===== src/rtl/ptw_pkg.sv =====
package ptw_pkg;
    typedef enum logic [2:0] {
        ST_IDLE,
        ST_REQ,
        ST_WAIT,
        ST_FILL,
        ST_FAULT
    } ptw_state_e;

    typedef enum logic [1:0] {
        PG_4K = 2'd0,
        PG_2M = 2'd1,
        PG_1G = 2'd2
    } ptw_size_e;

    localparam int PTE_PRESENT_BIT = 0;
    localparam int PTE_LEAF_BIT    = 7;
    localparam int NUM_SIZES       = 3;
endpackage


===== src/rtl/ptw_index.sv =====
module ptw_index #(
    parameter int LEVELS  = 4,
    parameter int IDX_W   = 9,
    parameter int OFF_W   = 12,
    parameter int PA_W    = 52,
    localparam int VPN_W   = LEVELS * IDX_W,
    localparam int FRAME_W = PA_W - OFF_W,
    localparam int LVL_W   = $clog2(LEVELS),
    localparam int ESZ_W   = OFF_W - IDX_W
) (
    input  logic [VPN_W-1:0]   vpn,
    input  logic [LVL_W-1:0]   step,
    input  logic [FRAME_W-1:0] table_frame,
    output logic [PA_W-1:0]    entry_addr
);
    logic [IDX_W-1:0] idx_sel [LEVELS];

    for (genvar g = 0; g < LEVELS; g++) begin : g_idx
        assign idx_sel[g] = vpn[IDX_W*(LEVELS-g)-1 -: IDX_W];
    end

    assign entry_addr = {table_frame, idx_sel[step], {ESZ_W{1'b0}}};
endmodule


===== src/rtl/ptw_stats.sv =====
module ptw_stats #(
    parameter int CNT_W = 32,
    parameter int NSIZE = ptw_pkg::NUM_SIZES
) (
    input  logic                        clk,
    input  logic                        rst_n,
    input  logic                        fill_pulse,
    input  logic [1:0]                  fill_size,
    input  logic                        fault_pulse,
    input  logic                        active,
    output logic [NSIZE-1:0][CNT_W-1:0] size_cnt,
    output logic [CNT_W-1:0]            fault_cnt,
    output logic [CNT_W-1:0]            cycle_cnt
);
    for (genvar s = 0; s < NSIZE; s++) begin : g_size
        always_ff @(posedge clk) begin
            if (!rst_n) begin
                size_cnt[s] <= '0;
            end else if (fill_pulse && (fill_size == 2'(s))) begin
                size_cnt[s] <= size_cnt[s] + 1'b1;
            end
        end
    end

    always_ff @(posedge clk) begin
        if (!rst_n) begin
            fault_cnt <= '0;
            cycle_cnt <= '0;
        end else begin
            if (fault_pulse) fault_cnt <= fault_cnt + 1'b1;
            if (active)      cycle_cnt <= cycle_cnt + 1'b1;
        end
    end
endmodule


===== src/rtl/ptw_walker.sv =====
module ptw_walker #(
    parameter int VA_W   = 48,
    parameter int PA_W   = 52,
    parameter int DATA_W = 64,
    parameter int TAG_W  = 12,
    parameter int CNT_W  = 32,
    parameter int LEVELS = 4,
    parameter int IDX_W  = 9,
    parameter int OFF_W  = 12,
    localparam int VPN_W   = VA_W - OFF_W,
    localparam int FRAME_W = PA_W - OFF_W,
    localparam int LVL_W   = $clog2(LEVELS),
    localparam int FLVL_W  = LVL_W + 1
) (
    input  logic               clk,
    input  logic               rst_n,
    input  logic               miss_valid,
    input  logic [VA_W-1:0]    miss_va,
    input  logic [TAG_W-1:0]   miss_tag,
    input  logic [PA_W-1:0]    root_base,
    output logic               busy,
    output logic               mem_req_valid,
    output logic [PA_W-1:0]    mem_req_addr,
    input  logic               mem_req_ready,
    input  logic               mem_rsp_valid,
    input  logic [DATA_W-1:0]  mem_rsp_data,
    output logic               fill_valid,
    output logic [VPN_W-1:0]   fill_vpn,
    output logic [FRAME_W-1:0] fill_ppn,
    output logic [1:0]         fill_size,
    output logic [TAG_W-1:0]   fill_tag,
    output logic               fault_valid,
    output logic [FLVL_W-1:0]  fault_level,
    output logic [TAG_W-1:0]   fault_tag,
    output logic [CNT_W-1:0]   cnt_4k,
    output logic [CNT_W-1:0]   cnt_2m,
    output logic [CNT_W-1:0]   cnt_1g,
    output logic [CNT_W-1:0]   cnt_fault,
    output logic [CNT_W-1:0]   cnt_cycles
);
    import ptw_pkg::*;

    localparam logic [FRAME_W-1:0] MASK_2M = {{(FRAME_W-IDX_W){1'b1}}, {IDX_W{1'b0}}};
    localparam logic [FRAME_W-1:0] MASK_1G = {{(FRAME_W-2*IDX_W){1'b1}}, {(2*IDX_W){1'b0}}};
    localparam logic [LVL_W-1:0]   STEP_1G = LVL_W'(LEVELS - 3);
    localparam logic [LVL_W-1:0]   STEP_2M = LVL_W'(LEVELS - 2);
    localparam logic [LVL_W-1:0]   STEP_LAST = LVL_W'(LEVELS - 1);

    ptw_state_e           state_q, state_d;
    logic [LVL_W-1:0]     step_q;
    logic [FRAME_W-1:0]   frame_q;
    logic [VPN_W-1:0]     vpn_q;
    logic [TAG_W-1:0]     tag_q;
    logic [FRAME_W-1:0]   ppn_q;
    ptw_size_e            size_q;
    logic [FLVL_W-1:0]    flvl_q;

    logic [FRAME_W-1:0]   rsp_frame;
    logic                 rsp_present;
    logic                 rsp_leaf_flag;
    logic                 rsp_is_leaf;
    ptw_size_e            leaf_size;
    logic [FRAME_W-1:0]   leaf_frame;
    logic [NUM_SIZES-1:0][CNT_W-1:0] size_cnt;
    logic                 rsp_unused_bits;

    assign rsp_frame     = mem_rsp_data[PA_W-1:OFF_W];
    assign rsp_present   = mem_rsp_data[PTE_PRESENT_BIT];
    assign rsp_leaf_flag = mem_rsp_data[PTE_LEAF_BIT];
    assign rsp_unused_bits = ^{mem_rsp_data[DATA_W-1:PA_W], mem_rsp_data[OFF_W-1:PTE_LEAF_BIT+1],
                               mem_rsp_data[PTE_LEAF_BIT-1:PTE_PRESENT_BIT+1], miss_va[OFF_W-1:0],
                               root_base[OFF_W-1:0]};

    // Leaf decision: size flag honoured only at the 1 GB and 2 MB steps
    always_comb begin
        rsp_is_leaf = (step_q == STEP_LAST) ||
                      (rsp_leaf_flag && ((step_q == STEP_1G) || (step_q == STEP_2M)));
        if (step_q == STEP_1G) begin
            leaf_size  = PG_1G;
            leaf_frame = rsp_frame & MASK_1G;
        end else if (step_q == STEP_2M) begin
            leaf_size  = PG_2M;
            leaf_frame = rsp_frame & MASK_2M;
        end else begin
            leaf_size  = PG_4K;
            leaf_frame = rsp_frame;
        end
    end

    // Next-state logic
    always_comb begin
        state_d = state_q;
        unique case (state_q)
            ST_IDLE:  if (miss_valid)    state_d = ST_REQ;
            ST_REQ:   if (mem_req_ready) state_d = ST_WAIT;
            ST_WAIT: begin
                if (mem_rsp_valid) begin
                    if (!rsp_present)     state_d = ST_FAULT;
                    else if (rsp_is_leaf) state_d = ST_FILL;
                    else                  state_d = ST_REQ;
                end
            end
            ST_FILL:  state_d = ST_IDLE;
            ST_FAULT: state_d = ST_IDLE;
            default:  state_d = ST_IDLE;
        endcase
    end

    // State register
    always_ff @(posedge clk) begin
        if (!rst_n) state_q <= ST_IDLE;
        else        state_q <= state_d;
    end

    // Walk context
    always_ff @(posedge clk) begin
        if (!rst_n) begin
            step_q  <= '0;
            frame_q <= '0;
            vpn_q   <= '0;
            tag_q   <= '0;
            ppn_q   <= '0;
            size_q  <= PG_4K;
            flvl_q  <= '0;
        end else if (state_q == ST_IDLE && miss_valid) begin
            step_q  <= '0;
            frame_q <= root_base[PA_W-1:OFF_W];
            vpn_q   <= miss_va[VA_W-1:OFF_W];
            tag_q   <= miss_tag;
        end else if (state_q == ST_WAIT && mem_rsp_valid) begin
            if (!rsp_present) begin
                flvl_q <= FLVL_W'(step_q) + 1'b1;
            end else if (rsp_is_leaf) begin
                ppn_q  <= leaf_frame;
                size_q <= leaf_size;
            end else begin
                frame_q <= rsp_frame;
                step_q  <= step_q + 1'b1;
            end
        end
    end

    ptw_index #(
        .LEVELS(LEVELS), .IDX_W(IDX_W), .OFF_W(OFF_W), .PA_W(PA_W)
    ) u_index (
        .vpn         (vpn_q),
        .step        (step_q),
        .table_frame (frame_q),
        .entry_addr  (mem_req_addr)
    );

    // Outputs
    always_comb begin
        busy          = (state_q != ST_IDLE);
        mem_req_valid = (state_q == ST_REQ);
        fill_valid    = (state_q == ST_FILL);
        fault_valid   = (state_q == ST_FAULT);
        fill_vpn      = vpn_q;
        fill_ppn      = ppn_q;
        fill_size     = size_q;
        fill_tag      = tag_q;
        fault_tag     = tag_q;
        fault_level   = flvl_q;
    end

    ptw_stats #(.CNT_W(CNT_W), .NSIZE(NUM_SIZES)) u_stats (
        .clk         (clk),
        .rst_n       (rst_n),
        .fill_pulse  (fill_valid),
        .fill_size   (fill_size),
        .fault_pulse (fault_valid),
        .active      (busy),
        .size_cnt    (size_cnt),
        .fault_cnt   (cnt_fault),
        .cycle_cnt   (cnt_cycles)
    );

    assign cnt_4k = size_cnt[PG_4K];
    assign cnt_2m = size_cnt[PG_2M];
    assign cnt_1g = size_cnt[PG_1G];
endmodule


===== config.mk =====
export PLATFORM = sky130hd
export DESIGN_NAME = ptw_walker
export DESIGN_NICKNAME = d
export VERILOG_FILES = /design/src/rtl/ptw_pkg.sv /design/src/rtl/ptw_index.sv /design/src/rtl/ptw_stats.sv /design/src/rtl/ptw_walker.sv
export SDC_FILE = /design/constraint.sdc
export NUM_CORES = 1
export LEC_CHECK = 0
export ABC_CLOCK_PERIOD_IN_PS = 2450
export BUFFER_PORTS_ARGS = -buffer_cell sky130_fd_sc_hd__buf_4
export CAP_MARGIN = 20
export CORE_AREA = 5 5 194 196
export DETAILED_ROUTE_END_ITERATION = 10
export DIE_AREA = 0 0 199 201
export HOLD_SLACK_MARGIN = 0.05
export PLACE_DENSITY = 0.66
export SETUP_SLACK_MARGIN = 0.1
export SYNTH_ARGS = -nofsm -noshare
export SYNTH_HDL_FRONTEND = slang
export SYNTH_SLANG_ARGS = --single-unit

===== constraint.sdc =====
create_clock -name clk -period 2.45 [get_ports clk]
set_clock_uncertainty 0.2 [all_clocks]
set_input_delay 0.245 -clock clk [delete_from_list [all_inputs] [get_ports clk]]
set_output_delay 0.245 -clock clk [all_outputs]
set_load 0.05 [all_outputs]

# Word-level counts from Yosys, hierarchy flattened

Cells that the tools add are included.

$add $sub $neg: 7
$lt $le $gt $ge: 1
Eq/ne operators: 13
Multiplexer cells: 17
Bitwise operators: 5
Reduce and logical (&&, ||, !) cells: 19

Operators by type and width:

| kind                    | count |
|---|---|
| $add A32 B1 Y32 const B | 5 |
| $mux W40                | 4 |
| $mux W9                 | 3 |
| $bmux W9 S2             | 1 |
| $mux W18                | 1 |
| $mux W3                 | 4 |
| $reduce_and A3 Y1       | 4 |
| $pmux W3 S3             | 1 |
| $eq A2 B2 Y1 const B    | 3 |
| $eq A3 B2 Y1 const B    | 2 |
| $logic_and A1 B1 Y1     | 6 |
| $eq A2 B1 Y1 const B    | 2 |
| $mux W2                 | 2 |
| $ne A2 B1 Y1 const B    | 2 |
| $ne A2 B2 Y1 const B    | 2 |
| $not A1 Y1              | 4 |
| $reduce_and A4 Y1       | 1 |
| $reduce_bool A2 Y1      | 2 |
| $add A2 B1 Y3 const B   | 1 |
| $eq A3 B1 Y1 const B    | 1 |
| $eq A3 B3 Y1 const B    | 1 |
| $ge A3 B3 Y1 const B    | 1 |
| $logic_not A3 Y1        | 1 |
| $not A2 Y3              | 1 |
| 6 further kinds         | 7 |

Register bits after elaboration: 298
Input bits: 181
Output and inout bits: 321
Logic and storage cells: 75

# Logic depth before layout (Yosys ltp)

Gate-level depths: netlist of run 1.

Depth in word-level cells: 8
Gate-level depth with buffers: 9

# Cells and area by module

Synthesis of run 1 repeated with hierarchy kept, for this count alone.

Cells, all modules: 1,648
Area, all modules: 14,026.0 sq um

By module, submodules not included:

| module     | instances | cells each | area each (sq um) | seq. area each (sq um) |
|---|---|---|---|---|
| ptw_stats  | 1         | 897        | 7,593.5           | 3,203.1 |
| ptw_walker | 1         | 696        | 5,886.9           | 2,762.6 |
| ptw_index  | 1         | 55         | 545.5             | 0.0 |

# Worst setup path before layout of run 1

OpenSTA, ideal clock, no wires.

Kind: register to register
Start: register step_q[0]
End: register frame_q[19]
Library setup time: 0.070 ns
Arrival time: 2.462 ns
Data required time: 2.180 ns
Setup slack: -0.282 ns
Cell stages (with the launch flop): 10
Path buffers: 3
Clock period less this slack: 2.732 ns
Path through: dfxtp_1 buf_1 inv_1 ha_1 nand2b_1 a41oi_1 clkbuf_1 clkbuf_1 nand2_1 a21oi_1

Word-level cells in the longest chain between the ends: 6
Elaborated cells on any way between the ends: 8
Those cells by class: eq/ne (4); reduce/logical (4)

RTL lines:

| what                                         | RTL line          | text |
|---|---|---|
| start: declaration                           | ptw_walker.sv:50  | `logic [LVL_W-1:0] step_q;` |
| start signal: assignment                     | ptw_walker.sv:138 | `step_q <= step_q + 1'b1;` |
| $eq A2 B1 Y1 or $eq A2 B2 Y1 (tied branches) | ptw_walker.sv:77  | `(rsp_leaf_flag && ((step_q == STEP_1G) \|\| (step_q == STEP_2M)));` |
| $logic_or A1 B1 Y1                           | ptw_walker.sv:77  |  |
| $logic_and A1 B1 Y1                          | ptw_walker.sv:77  |  |
| $logic_or A1 B1 Y1 *                         | ptw_walker.sv:76  | `rsp_is_leaf = (step_q == STEP_LAST) \|\|` |
| $ne A2 B1 Y1 (no line) *                     | -                 |  |
| $reduce_and A3 Y1 (no line) *                | -                 |  |
| end signal: assignment                       | ptw_walker.sv:127 | `frame_q <= root_base[PA_W-1:OFF_W];` |
| end signal: assignment                       | ptw_walker.sv:137 | `frame_q <= rsp_frame;` |
| end: declaration                             | ptw_walker.sv:51  | `logic [FRAME_W-1:0] frame_q;` |

Mark *: on every way between the ends. The rest lies on a longest branch, timed or not.
A chain may end at the register's enable or synchronous reset.

# Worst setup path after layout of run 1

Start: register state_q[2]
End: register u_stats.size_cnt[23] (netlist name)

Word-level cells in the longest chain between the ends: 2

RTL lines:

| what                           | RTL line          | text |
|---|---|---|
| start: declaration             | ptw_walker.sv:49  | `ptw_state_e state_q, state_d;` |
| start signal: assignment       | ptw_walker.sv:112 | `else state_q <= state_d;` |
| $eq A3 B2 Y1                   | ptw_walker.sv:156 | `fill_valid = (state_q == ST_FILL);` |
| $logic_and A1 B1 Y1            | ptw_stats.sv:19   | `end else if (fill_pulse && (fill_size == 2'(s))) begin` |
| end signal: indexed assignment | ptw_stats.sv:20   | `size_cnt[s] <= size_cnt[s] + 1'b1;` |
| end: declaration               | ptw_stats.sv:11   | `output logic [NSIZE-1:0][CNT_W-1:0] size_cnt,` |

No other way between the ends.

==> results of run 1 <==
-- area by class of cell --
class,count,share of cell area
diodes,8,0.0009960
clock buffers,57,0.05578
clock inverters,5,0.001494
inverters,32,0.006599
multi-input cells,1130,0.3361
flip-flops and latches,298,0.3007
well taps,468,0.02913
repair buffers,655,0.2692
-- cell usage after synthesis, types with 2 or more instances --
master / instances
dfxtp_1: 298
nand2_1: 283
a21oi_1: 216
clkbuf_1: 92
nand3_1: 62
nor2_1: 56
or4_1: 49
o31ai_1: 44
nand4_1: 43
a22oi_1: 38
o21ai_0: 35
nand2b_1: 33
or3_1: 32
inv_1: 30
nor4_1: 27
xnor2_1: 27
mux2i_1: 24
and4_1: 23
xor2_1: 19
buf_4: 16
buf_2: 15
nor3_1: 14
o41ai_1: 14
o311ai_0: 11
nand3b_1: 10
and3_1: 9
mux4_2: 9
ha_1: 8
buf_1: 4
nand4b_1: 4
nand4bb_1: 4
nor3b_1: 4
nor4bb_1: 4
or4b_2: 3
a211oi_1: 2
and2_1: 2
nor4b_1: 2
or2_2: 2
-- repair_timing --
action / 4_1_cts / 5_1_grt
setup endpoints to repair: 65 / 45
pin swaps: 1 / 0
cloned: 1 / 1
gates resized for setup: 16 / 25
hold buffers: 133 / 0
endpoints found under the hold margin: 150 / 0
setup buffers: 4 / 3
-- cell usage in the layout, fill, tap and decap left out, drive strengths merged, types with 9 or more instances in the layout --
master | netlist | layout
nor4 | 27 | 27
clkbuf | 92 | 57
and3 | 9 | 9
nor3 | 14 | 14
dfxtp | 298 | 298
nand2b | 33 | 33
mux2i | 24 | 24
o311ai | 11 | 11
and4 | 23 | 23
nand3 | 62 | 62
o41ai | 14 | 14
nand4 | 43 | 43
mux4 | 9 | 9
o31ai | 44 | 44
buf | 35 | 522
or4 | 49 | 49
xor2 | 19 | 19
a22oi | 38 | 38
or3 | 32 | 32
nand3b | 10 | 10
o21ai | 35 | 35
xnor2 | 27 | 27
inv | 31 | 30
nand2 | 283 | 283
a21oi | 216 | 216
dlygate4sd3 | 0 | 133
nor2 | 56 | 56
-- registers in the layout, summed over array words and instances (netlist names) --
| register | flops |
|---|---|
| frame_q | 40 |
| u_stats.cycle_cnt | 32 |
| u_stats.size_cnt | 96 |
| fill_ppn | 40 |
| state_q | 3 |
| fill_size | 2 |
| fault_level | 3 |
| u_stats.fault_cnt | 32 |
| fault_tag | 12 |
| fill_vpn | 36 |
| step_q | 2 |
-- power by group --
part           leakage, µW  internal, µW  switching, µW  total, µW
Sequential         0.00244          4950           85.5       5040
Combinational      0.00477           619            980       1600
Clock             0.000564          3120           2090       5210
Total              0.00777          8700           3150      11900
-- through the flow --
| step | area, µm² | TNS (ns) | setup slack (ns) | cells | utilization |
|---|---|---|---|---|---|
| 6_report | 20100 | 0 | 0.1412 | 2653 | 0.5597 |
| 2_1_floorplan | 13310 | 0 | 0.1033 | 1586 | - |
| 5_1_grt | 20100 | 0 | 0.04842 | 2652 | 0.5597 |
| 3_5_place_dp | 17350 | -1.025 | -0.1811 | 2441 | 0.4831 |
| 4_1_cts | 19950 | 0 | 0.08218 | 2641 | 0.5555 |
| 3_3_place_gp | 17350 | -0.7126 | -0.1285 | 2441 | 0.4831 |
-- worst register-to-register path: cells and delay by family (launching register included) --
family | cells | cell delay, ns
compound gates | 1 | 0.15
simple gates | 3 | 1.32
buf+inv | 1 | 0.21
flops | 1 | 0.37
-- worst max path at each step --
stage	startpoint	end	slack, ns	cells after the start
finish	state_q[2]	u_stats.size_cnt[23]	0.14	5
global route	state_q[2]	u_stats.size_cnt[23]	0.05	5
CTS	state_q[1]	fault_valid	0.08	5
detailed placement	step_q[0]	frame_q[27]	-0.18	7
global placement	step_q[0]	frame_q[30]	-0.13	7
floorplan	u_stats.size_cnt[5]	u_stats.size_cnt[23]	0.10	5
-- kinds of logic after synthesis --
logic type	Yosys count	share of synthesized area
fa+ha+maj	8	0.007567
compound gates	367	0.1636
buf+inv	159	0.05107
simple gates	672	0.2626
mux	33	0.03348
xor+xnor	46	0.03046
flops	298	0.4510
other cells	1	0.0002835
-- metal layers --
| metal | wire length (µm) | part of all wire | up-vias | GRT usage |
|---|---|---|---|---|
| met1 | 19660 | 0.39 | 6796 | 0.2912 |
| met4 | 2016 | 0.040 | 0 | 0.09184 |
| met3 | 3988 | 0.080 | 121 | 0.05354 |
| met5 | 0 | 0 | - | 0 |
| met2 | 24320 | 0.49 | 569 | 0.4063 |
| li1 | - | - | 6863 | - |
==> reports/metrics.csv, run 1 <==
metric,value,unit
status,"finished, final reports clean",
GP Congestion,0.8718,
Clock Tree Root,clkbuf_16,
Clock Pin Slew Worst Setup and Hold Paths,0.06,ns
Post-Syn Instances,1584,
Detailed Place HPWL,34830,µm
grt ovf,0,
Synth Flop Type,dfxtp_1,
most frequent CP cell,or4_1,
warnings from Yosys,0,
"Req. time, crit path",2.68,ns
H-tree Lvls,2,
worst-case clock buffer depth,3,
gr usage total,0.2381,
final hold viol count,0,
Setup crit end kind,flop,
layout cells sized above 1,0.3078,
"Slowest-stage cell, CP",or4_1,
Critical Path Start Type,flop,
hold_sp,mem_rsp_data[7],
Post-synth ARST share,0,
Max VDD drop,0.0004755,V
Wirelength per Cell,18.84,µm
Overall Power,11850,µW
worst hold margin,0.2133,ns
"slowest stage delay, CP",0.54,ns
Period minus WS final,2.309,ns
Routed WL,49990,µm
"CP delay by family, top",simple AND/OR/NAND/NOR gates,
core area,0.03591,mm²
Area Overhead vs Synth,51.93,%
Yosys top cell area share,0.4510,
Yosys cell types,54,
P_leak,0.007774,µW
Yosys reg bits,298,
Worst EP arrival,2.54,ns
period utilization,0.9424,
fillcell total,3168,
"Seq/Total Area, Yosys",0.4510,
hold depth,5,
Crit Path Max Fanout,19,
routed vias/inst,5.409,
"setup slack, reg-to-reg",0.14,ns
Port Buf Inserts,452,
largest net degree at the start of global routing,81,
worst path bufs/invs,1,
first-pass detailed-route iteration total,5,
die height,201,µm
nets,2342,
# clock sinks,298,
TritonCTS buffer count,36,
worst hold endpoint,state_q[1],
Min-Delay Path Class,in2reg,
Slew @ Worst Pin,0.7374,ns
Mapped Avg Cell Area,8.352,µm²
# DRC,0,
number of synthesized flops with an enable pin,0,
global-route wire length before repair,78510,µm
DIE WIDTH,199,µm
Vias,14349,
drt initial violations,754,
register area,0.006043,mm²
Routed Antenna Nets,0,
synth top area cells,"dfxtp_1, a21oi_1, nand2_1, or4_1, clkbuf_1",
antenna violations before repair,8,
Cell Pwr Density,589.6,mW/mm²
max-cap violation count,0,
Final setup viols,0,
max frequency,433.1,MHz
FF-to-FF End,u_stats.size_cnt[23],
dominant cell type by area after synthesis,dfxtp_1,
vias in the first global route,14063,
final slew viol count,0,
CTS tree,yes,
worst-case reg-to-reg path depth,5,
num ports,502,
RSZ-0062 raised after global routing,yes,
Multi-input gate area,0.006755,mm²
"Clk Latency, worst-skew pair",0.51,ns
synthesized cell area,0.01323,mm²
Initial Util,0.3684,
Worst R2R Start,state_q[2],
critical path class,reg2reg,
crit-path cells,"nand4bb_2, or4_1, buf_4, or4_1, a21oi_1",
die area,0.04000,mm²
relative slew slack,0.5068,
Std-Cell Rows,70,
Power figures use the tool's default switching activity.
==> run 2: changes to the inputs <==
--- a/config.mk
+++ b/config.mk
@@ -8,11 +8,11 @@
 export ABC_CLOCK_PERIOD_IN_PS = 2450
 export BUFFER_PORTS_ARGS = -buffer_cell sky130_fd_sc_hd__buf_4
 export CAP_MARGIN = 20
-export CORE_AREA = 5 5 194 196
+export CORE_MARGIN = 5
+export CORE_UTILIZATION = 39
 export DETAILED_ROUTE_END_ITERATION = 10
-export DIE_AREA = 0 0 199 201
 export HOLD_SLACK_MARGIN = 0.05
-export PLACE_DENSITY = 0.66
+export PLACE_DENSITY = 0.68
 export SETUP_SLACK_MARGIN = 0.1
 export SYNTH_ARGS = -nofsm -noshare
 export SYNTH_HDL_FRONTEND = slang
==> run 2 against run 1 <==
Against the previous run: setup slack improved by 0.015 ns; register-to-register slack barely moved; fmax rose by 0.65%; sequential power barely moved; final cell count fell by 1.1%; clock-buffer cell count fell by 3; critical path type unchanged.
==> reports/metrics.csv, run 2 (synthesis results as in run 1) <==
metric,value,unit,change
Initial Util,0.3945,,+0.02612
met3 usage,0.07524,,+0.02170
Post-Route Setup TNS,0,ns,unchanged
CTS tree,yes,,
P_leak,0.007758,µW,-0.21%
Clock Pin Slew Worst Setup and Hold Paths,0.05,ns,about the same
Clock Tree Root,clkbuf_16,,
Wirelength per Cell,18.90,µm,+0.32%
Period minus WS final,2.294,ns,-0.01496 ns
RSZ-0062 raised after global routing,yes,,
worst slack at placement,0.06247,ns,+0.2435 ns
met2 Track Usage GR,0.4046,,-0.001709
Detailed Place HPWL,34180,µm,-1.8%
period utilization,0.9363,,-0.006108
"commonest cells after routing, fill and taps aside","buf_4, nand2_1, dfxtp_1, a21oi_1, dlygate4sd3_1",,
Final Worst Setup Slack,0.1561,ns,+0.01496 ns
final slew viol count,0,,unchanged
status,"finished, final reports clean",,
Largest Register,u_stats.size_cnt,,
gr usage total,0.2458,,+0.007669
antenna violations before repair,6,,-2
Critical Path Start Type,flop,,
largest net degree at the start of global routing,78,,-3.7%
"commonest non-fill, non-tap cell in the layout",buf_4,,
Overall Power,11850,µW,about the same
H-tree Lvls,2,,unchanged
nets,2336,,-0.26%
Worst EP arrival,2.53,ns,about the same
Cell Pwr Density,593.6,mW/mm²,+0.67%
Routed WL,49580,µm,-0.81%
core area,0.03353,mm²,-6.6%
Final setup viols,0,,unchanged
met1 Use GR,0.2924,,+0.001229
TritonCTS buffer count,36,,unchanged
# DRC,0,,unchanged
grt ovf,0,,unchanged
fin cells,2623,,-1.1%
"Req. time, crit path",2.69,ns,about the same
Max VDD drop,0.0006963,V,+46%
final hold viol count,0,,unchanged
Setup crit end kind,flop,,
drt initial violations,820,,+8.8%
Port Buf Inserts,452,,unchanged
setup bufs post-CTS,0,,-4
max-cap violation count,0,,unchanged
# clock sinks,298,,unchanged
max frequency,435.9,MHz,+0.65%
Slew @ Worst Pin,0.5383,ns,-0.1992 ns
num ports,502,,unchanged
first-pass detailed-route iteration total,7,,+2
Routed Antenna Nets,0,,unchanged
Largest register FFs,96,,unchanged
die area,0.03770,mm²,-5.7%
GP Congestion,0.9049,,+3.8%
vias in the first global route,13938,,-0.89%
layout cells sized above 1,0.2984,,-0.009331
global-route wire length before repair,76950,µm,-2.0%
Std-Cell Rows,67,,-4.3%
DIE WIDTH,194.2,µm,-2.4%
Vias,14369,,+0.14%
Crit Path Max Fanout,7,,-12
placed cell count,2419,,-0.90%
"Clk Latency, worst-skew pair",0.50,ns,about the same
Min-Delay Path Class,reg2reg,,
die height,194.2,µm,-3.4%
Area Overhead vs Synth,50.90,%,
GRT busiest layer,met2,,
worst hold margin,0.2522,ns,+0.03893 ns
relative slew slack,0.6412,,+0.1344
worst-case clock buffer depth,3,,unchanged
critical path class,reg2reg,,
routed vias/inst,5.478,,+1.3%
run 2: power by group:
group | leakage [µW] | switching (µW) | internal, µW
sequential | 0.00244 | 85.1 | 4960
combinational | 0.00476 | 985 | 622
clock | 0.000554 | 2030 | 3180
total | 0.00776 | 3100 | 8750
run 2: path summary, 6_finish.rpt:
path / start / endpoint / slack, ns / depth (start not counted)
max: state_q[1] / state_q[0] / 0.16 / 7
min: fill_ppn[10] / fill_ppn[10] / 0.25 / 2
max reg2reg: state_q[1] / state_q[0] / 0.16 / 7
min reg2reg: fill_ppn[10] / fill_ppn[10] / 0.25 / 2
run 2: critical path, cell delays in order, from the launching register on:
cell and delay (ns):
dfxtp_2 0.34, buf_4 0.16, nand2b_1 0.14, a21oi_1 0.14, dlygate4sd3_1 0.57, a21oi_1 0.04
nor2_1 0.08, dlygate4sd3_1 0.56
run 2: final cells by class:
cell class	count	area (µm²)
fill	2881	13570
multi-input combinational	1129	6684
sequential	298	6036
timing repair buffer	650	5399
clock buffer	54	1060
tap	448	560.5
inverter	32	128.9
clock inverter	5	77.57
antenna	7	17.52
run 2: routing by layer:
metal	wire length [µm]	share of wire
met1	19360	0.39
met2	23480	0.47
met3	4312	0.087
met4	2371	0.048
met5	56	0.0011
run 2: stage by stage:
stage	instance area, µm²	util
floorplan	13310	-
CTS	19870	0.5926
finish	19960	0.5953
global route	19960	0.5953
detailed placement	17340	0.5172
global placement	17340	0.5172
run 2: what timing repair did:
item	4_1_cts	5_1_grt
endpoints found under the hold margin	145	0
hold buffers	138	0
setup endpoints to repair	3	40
resized for setup	2	19
==> run 3: changes to the inputs <==
--- a/config.mk
+++ b/config.mk
@@ -8,11 +8,13 @@
 export ABC_CLOCK_PERIOD_IN_PS = 2450
 export BUFFER_PORTS_ARGS = -buffer_cell sky130_fd_sc_hd__buf_4
 export CAP_MARGIN = 20
+export CELL_PAD_IN_SITES_DETAIL_PLACEMENT = 0
+export CELL_PAD_IN_SITES_GLOBAL_PLACEMENT = 1
 export CORE_MARGIN = 5
-export CORE_UTILIZATION = 39
+export CORE_UTILIZATION = 32
 export DETAILED_ROUTE_END_ITERATION = 10
 export HOLD_SLACK_MARGIN = 0.05
-export PLACE_DENSITY = 0.68
+export PLACE_DENSITY_LB_ADDON = 0.1
 export SETUP_SLACK_MARGIN = 0.1
 export SYNTH_ARGS = -nofsm -noshare
 export SYNTH_HDL_FRONTEND = slang
==> run 3 against run 2 <==
Against the previous run: fmax up 0.40%; sequential share of layout area down 0.58 points; hold slack worse by 0.053 ns; clock power up 5.0%; die area up 21%; sequential power about the same; clock-buffer cell count up 8; first-iteration DRC count up 7.8%; critical endpoint is now u_stats.size_cnt[17]; largest cell class unchanged.
==> reports/metrics.csv, run 3 (synthesis results as in run 1) <==
metric,value,unit,change
status,"finished, final reports clean",,
global-route wire length before repair,78910,µm,+2.5%
FF-to-FF End,u_stats.size_cnt[17],,
Final setup viols,0,,unchanged
Routed WL,51440,µm,+3.7%
# DRC,0,,unchanged
# clock sinks,298,,unchanged
Worst EP arrival,2.56,ns,+0.03 ns
Antenna diodes,0,,-7
"setup slack, reg-to-reg",0.17,ns,about the same
crit-path cells,"nand4bb_1, or4_1, buf_4, or4_1, a21oi_1",,
Post-Route Setup TNS,0,ns,unchanged
Worst R2R Start,state_q[2],,
met2 Track Usage GR,0.3624,,-0.04215
fillcell total,3978,,+38%
final slew viol count,0,,unchanged
Largest register FFs,96,,unchanged
Setup crit end kind,flop,,
worst-case reg-to-reg path depth,5,,-2
Slew @ Worst Pin,0.6064,ns,+0.06815 ns
max-cap violation count,0,,unchanged
grt ovf,0,,unchanged
Clock Tree Root,clkbuf_16,,
largest net degree at the start of global routing,71,,-9.0%
Finished Core Util,0.4983,,-0.09708
critical path class,reg2reg,,
"commonest cells after routing, fill and taps aside","buf_4, nand2_1, dfxtp_1, a21oi_1, dlygate4sd3_1",,
placed cell count,2516,,+4.0%
final hold viol count,0,,unchanged
H-tree Lvls,2,,unchanged
nets,2352,,+0.68%
worst hold endpoint,state_q[1],,
Largest Register,u_stats.size_cnt,,
vias in the first global route,13744,,-1.4%
Initial Util,0.3240,,-0.07053
Max VDD drop,0.0004812,V,-31%
max frequency,437.7,MHz,+0.40%
"CP delay by family, top",simple AND/OR/NAND/NOR gates,,
Vias,14010,,-2.5%
"Slowest-stage cell, CP",or4_1,,
GP Congestion,0.8075,,-11%
DIE WIDTH,213.3,µm,+9.9%
first-pass detailed-route iteration total,5,,-2
hold_sp,mem_rsp_data[7],,
Multi-input gate area,0.006741,mm²,+0.86%
Clock Pin Slew Worst Setup and Hold Paths,0.05,ns,about the same
period utilization,0.9326,,-0.003694
Wirelength per Cell,18.90,µm,about the same
"Clk Latency, worst-skew pair",0.55,ns,+0.05 ns
register area,0.006033,mm²,about the same
routed vias/inst,5.149,,-6.0%
most frequent CP cell,or4_1,,
antenna violations before repair,2,,-4
"Req. time, crit path",2.72,ns,+0.03 ns
GRT busiest layer,met2,,
die height,213.3,µm,+9.9%
gr usage total,0.2150,,-0.03078
Port Buf Inserts,452,,unchanged
TritonCTS buffer count,38,,+5.6%
Crit Path Max Fanout,18,,+11
Period minus WS final,2.285,ns,-0.009051 ns
Crit. path cell count,5,,-2
"slowest stage delay, CP",0.60,ns,+0.03 ns
Area Overhead vs Synth,53.79,%,
layout cells sized above 1,0.3097,,+0.01130
num ports,502,,unchanged
met1 Use GR,0.2743,,-0.01811
P_leak,0.007872,µW,+1.5%
Min-Delay Path Class,in2reg,,
worst-case clock buffer depth,3,,unchanged
Overall Power,12100,µW,+2.1%
core area,0.04083,mm²,+22%
drt initial violations,884,,+7.8%
relative slew slack,0.5957,,-0.04543
worst path bufs/invs,1,,-2
CTS tree,yes,,
die area,0.04551,mm²,+21%
Detailed Place HPWL,36560,µm,+7.0%
hold depth,5,,+3
Routed Antenna Nets,0,,unchanged
Std-Cell Rows,74,,+10%
fin cells,2721,,+3.7%
met3 usage,0.05495,,-0.02029
RSZ-0062 raised after global routing,yes,,
Cell Pwr Density,594.6,mW/mm²,+0.18%
Critical Path Start Type,flop,,
"commonest non-fill, non-tap cell in the layout",buf_4,,
## run 3: per-stage QoR
stage               area, µm²  hold slack, ns  setup WS [ns]
floorplan               13310          0.1810         0.1033
detailed placement      17560          0.2466         0.1127
global route            20340          0.2718        0.07362
finish                  20340          0.1988         0.1652
global placement        17560          0.2385         0.1391
CTS                     20170          0.1794        0.07421
## run 3: repair_timing
item	CTS	global route
gates cloned	0	1
pin swaps	0	2
resized for setup	9	35
buffers inserted	1	2
setup endpoints to repair	10	78
hold buffers	135	0
endpoints found under the hold margin	177	0
## run 3: final cells by class
cell class                      instances  area share
Tap cell                              532     0.03272
Sequential cell                       298      0.2966
Clock inverter                          4    0.001353
Clock buffer                           62     0.05812
Multi-Input combinational cell       1129      0.3314
Timing Repair Buffer                  664      0.2734
Inverter                               32    0.006519
## run 3: worst reg2reg max path: cells and delay by family, from the launching register on
family / cells / cell delay (ns)
AO/OA/AOI/OAI: 1 / 0.14
AND/OR/NAND/NOR: 3 / 1.33
flip-flops: 1 / 0.32
buffers and inverters: 1 / 0.22
## run 3: how the worst max path moves through the flow
stage / start / end
2_1_floorplan: u_stats.size_cnt[5] / u_stats.size_cnt[23]
3_3_place_gp: state_q[2] / u_stats.size_cnt[46]
3_5_place_dp: state_q[2] / u_stats.size_cnt[46]
4_1_cts: state_q[2] / fault_valid
5_1_grt: state_q[2] / u_stats.size_cnt[44]
6_report: state_q[2] / u_stats.size_cnt[17]
## run 3: power by group
group	internal, µW	leakage, µW	switching (µW)
Sequential	4960	0.00244	78.8
Combinational	634	0.00483	971
Clock	3280	0.000597	2170
Total	8870	0.00787	3220
## run 3: routing by layer
layer	vias to the layer above	routed length [µm]
li1	6872	-
met5	-	27
met3	64	3676
met2	393	24830
met1	6677	21800
met4	4	1102
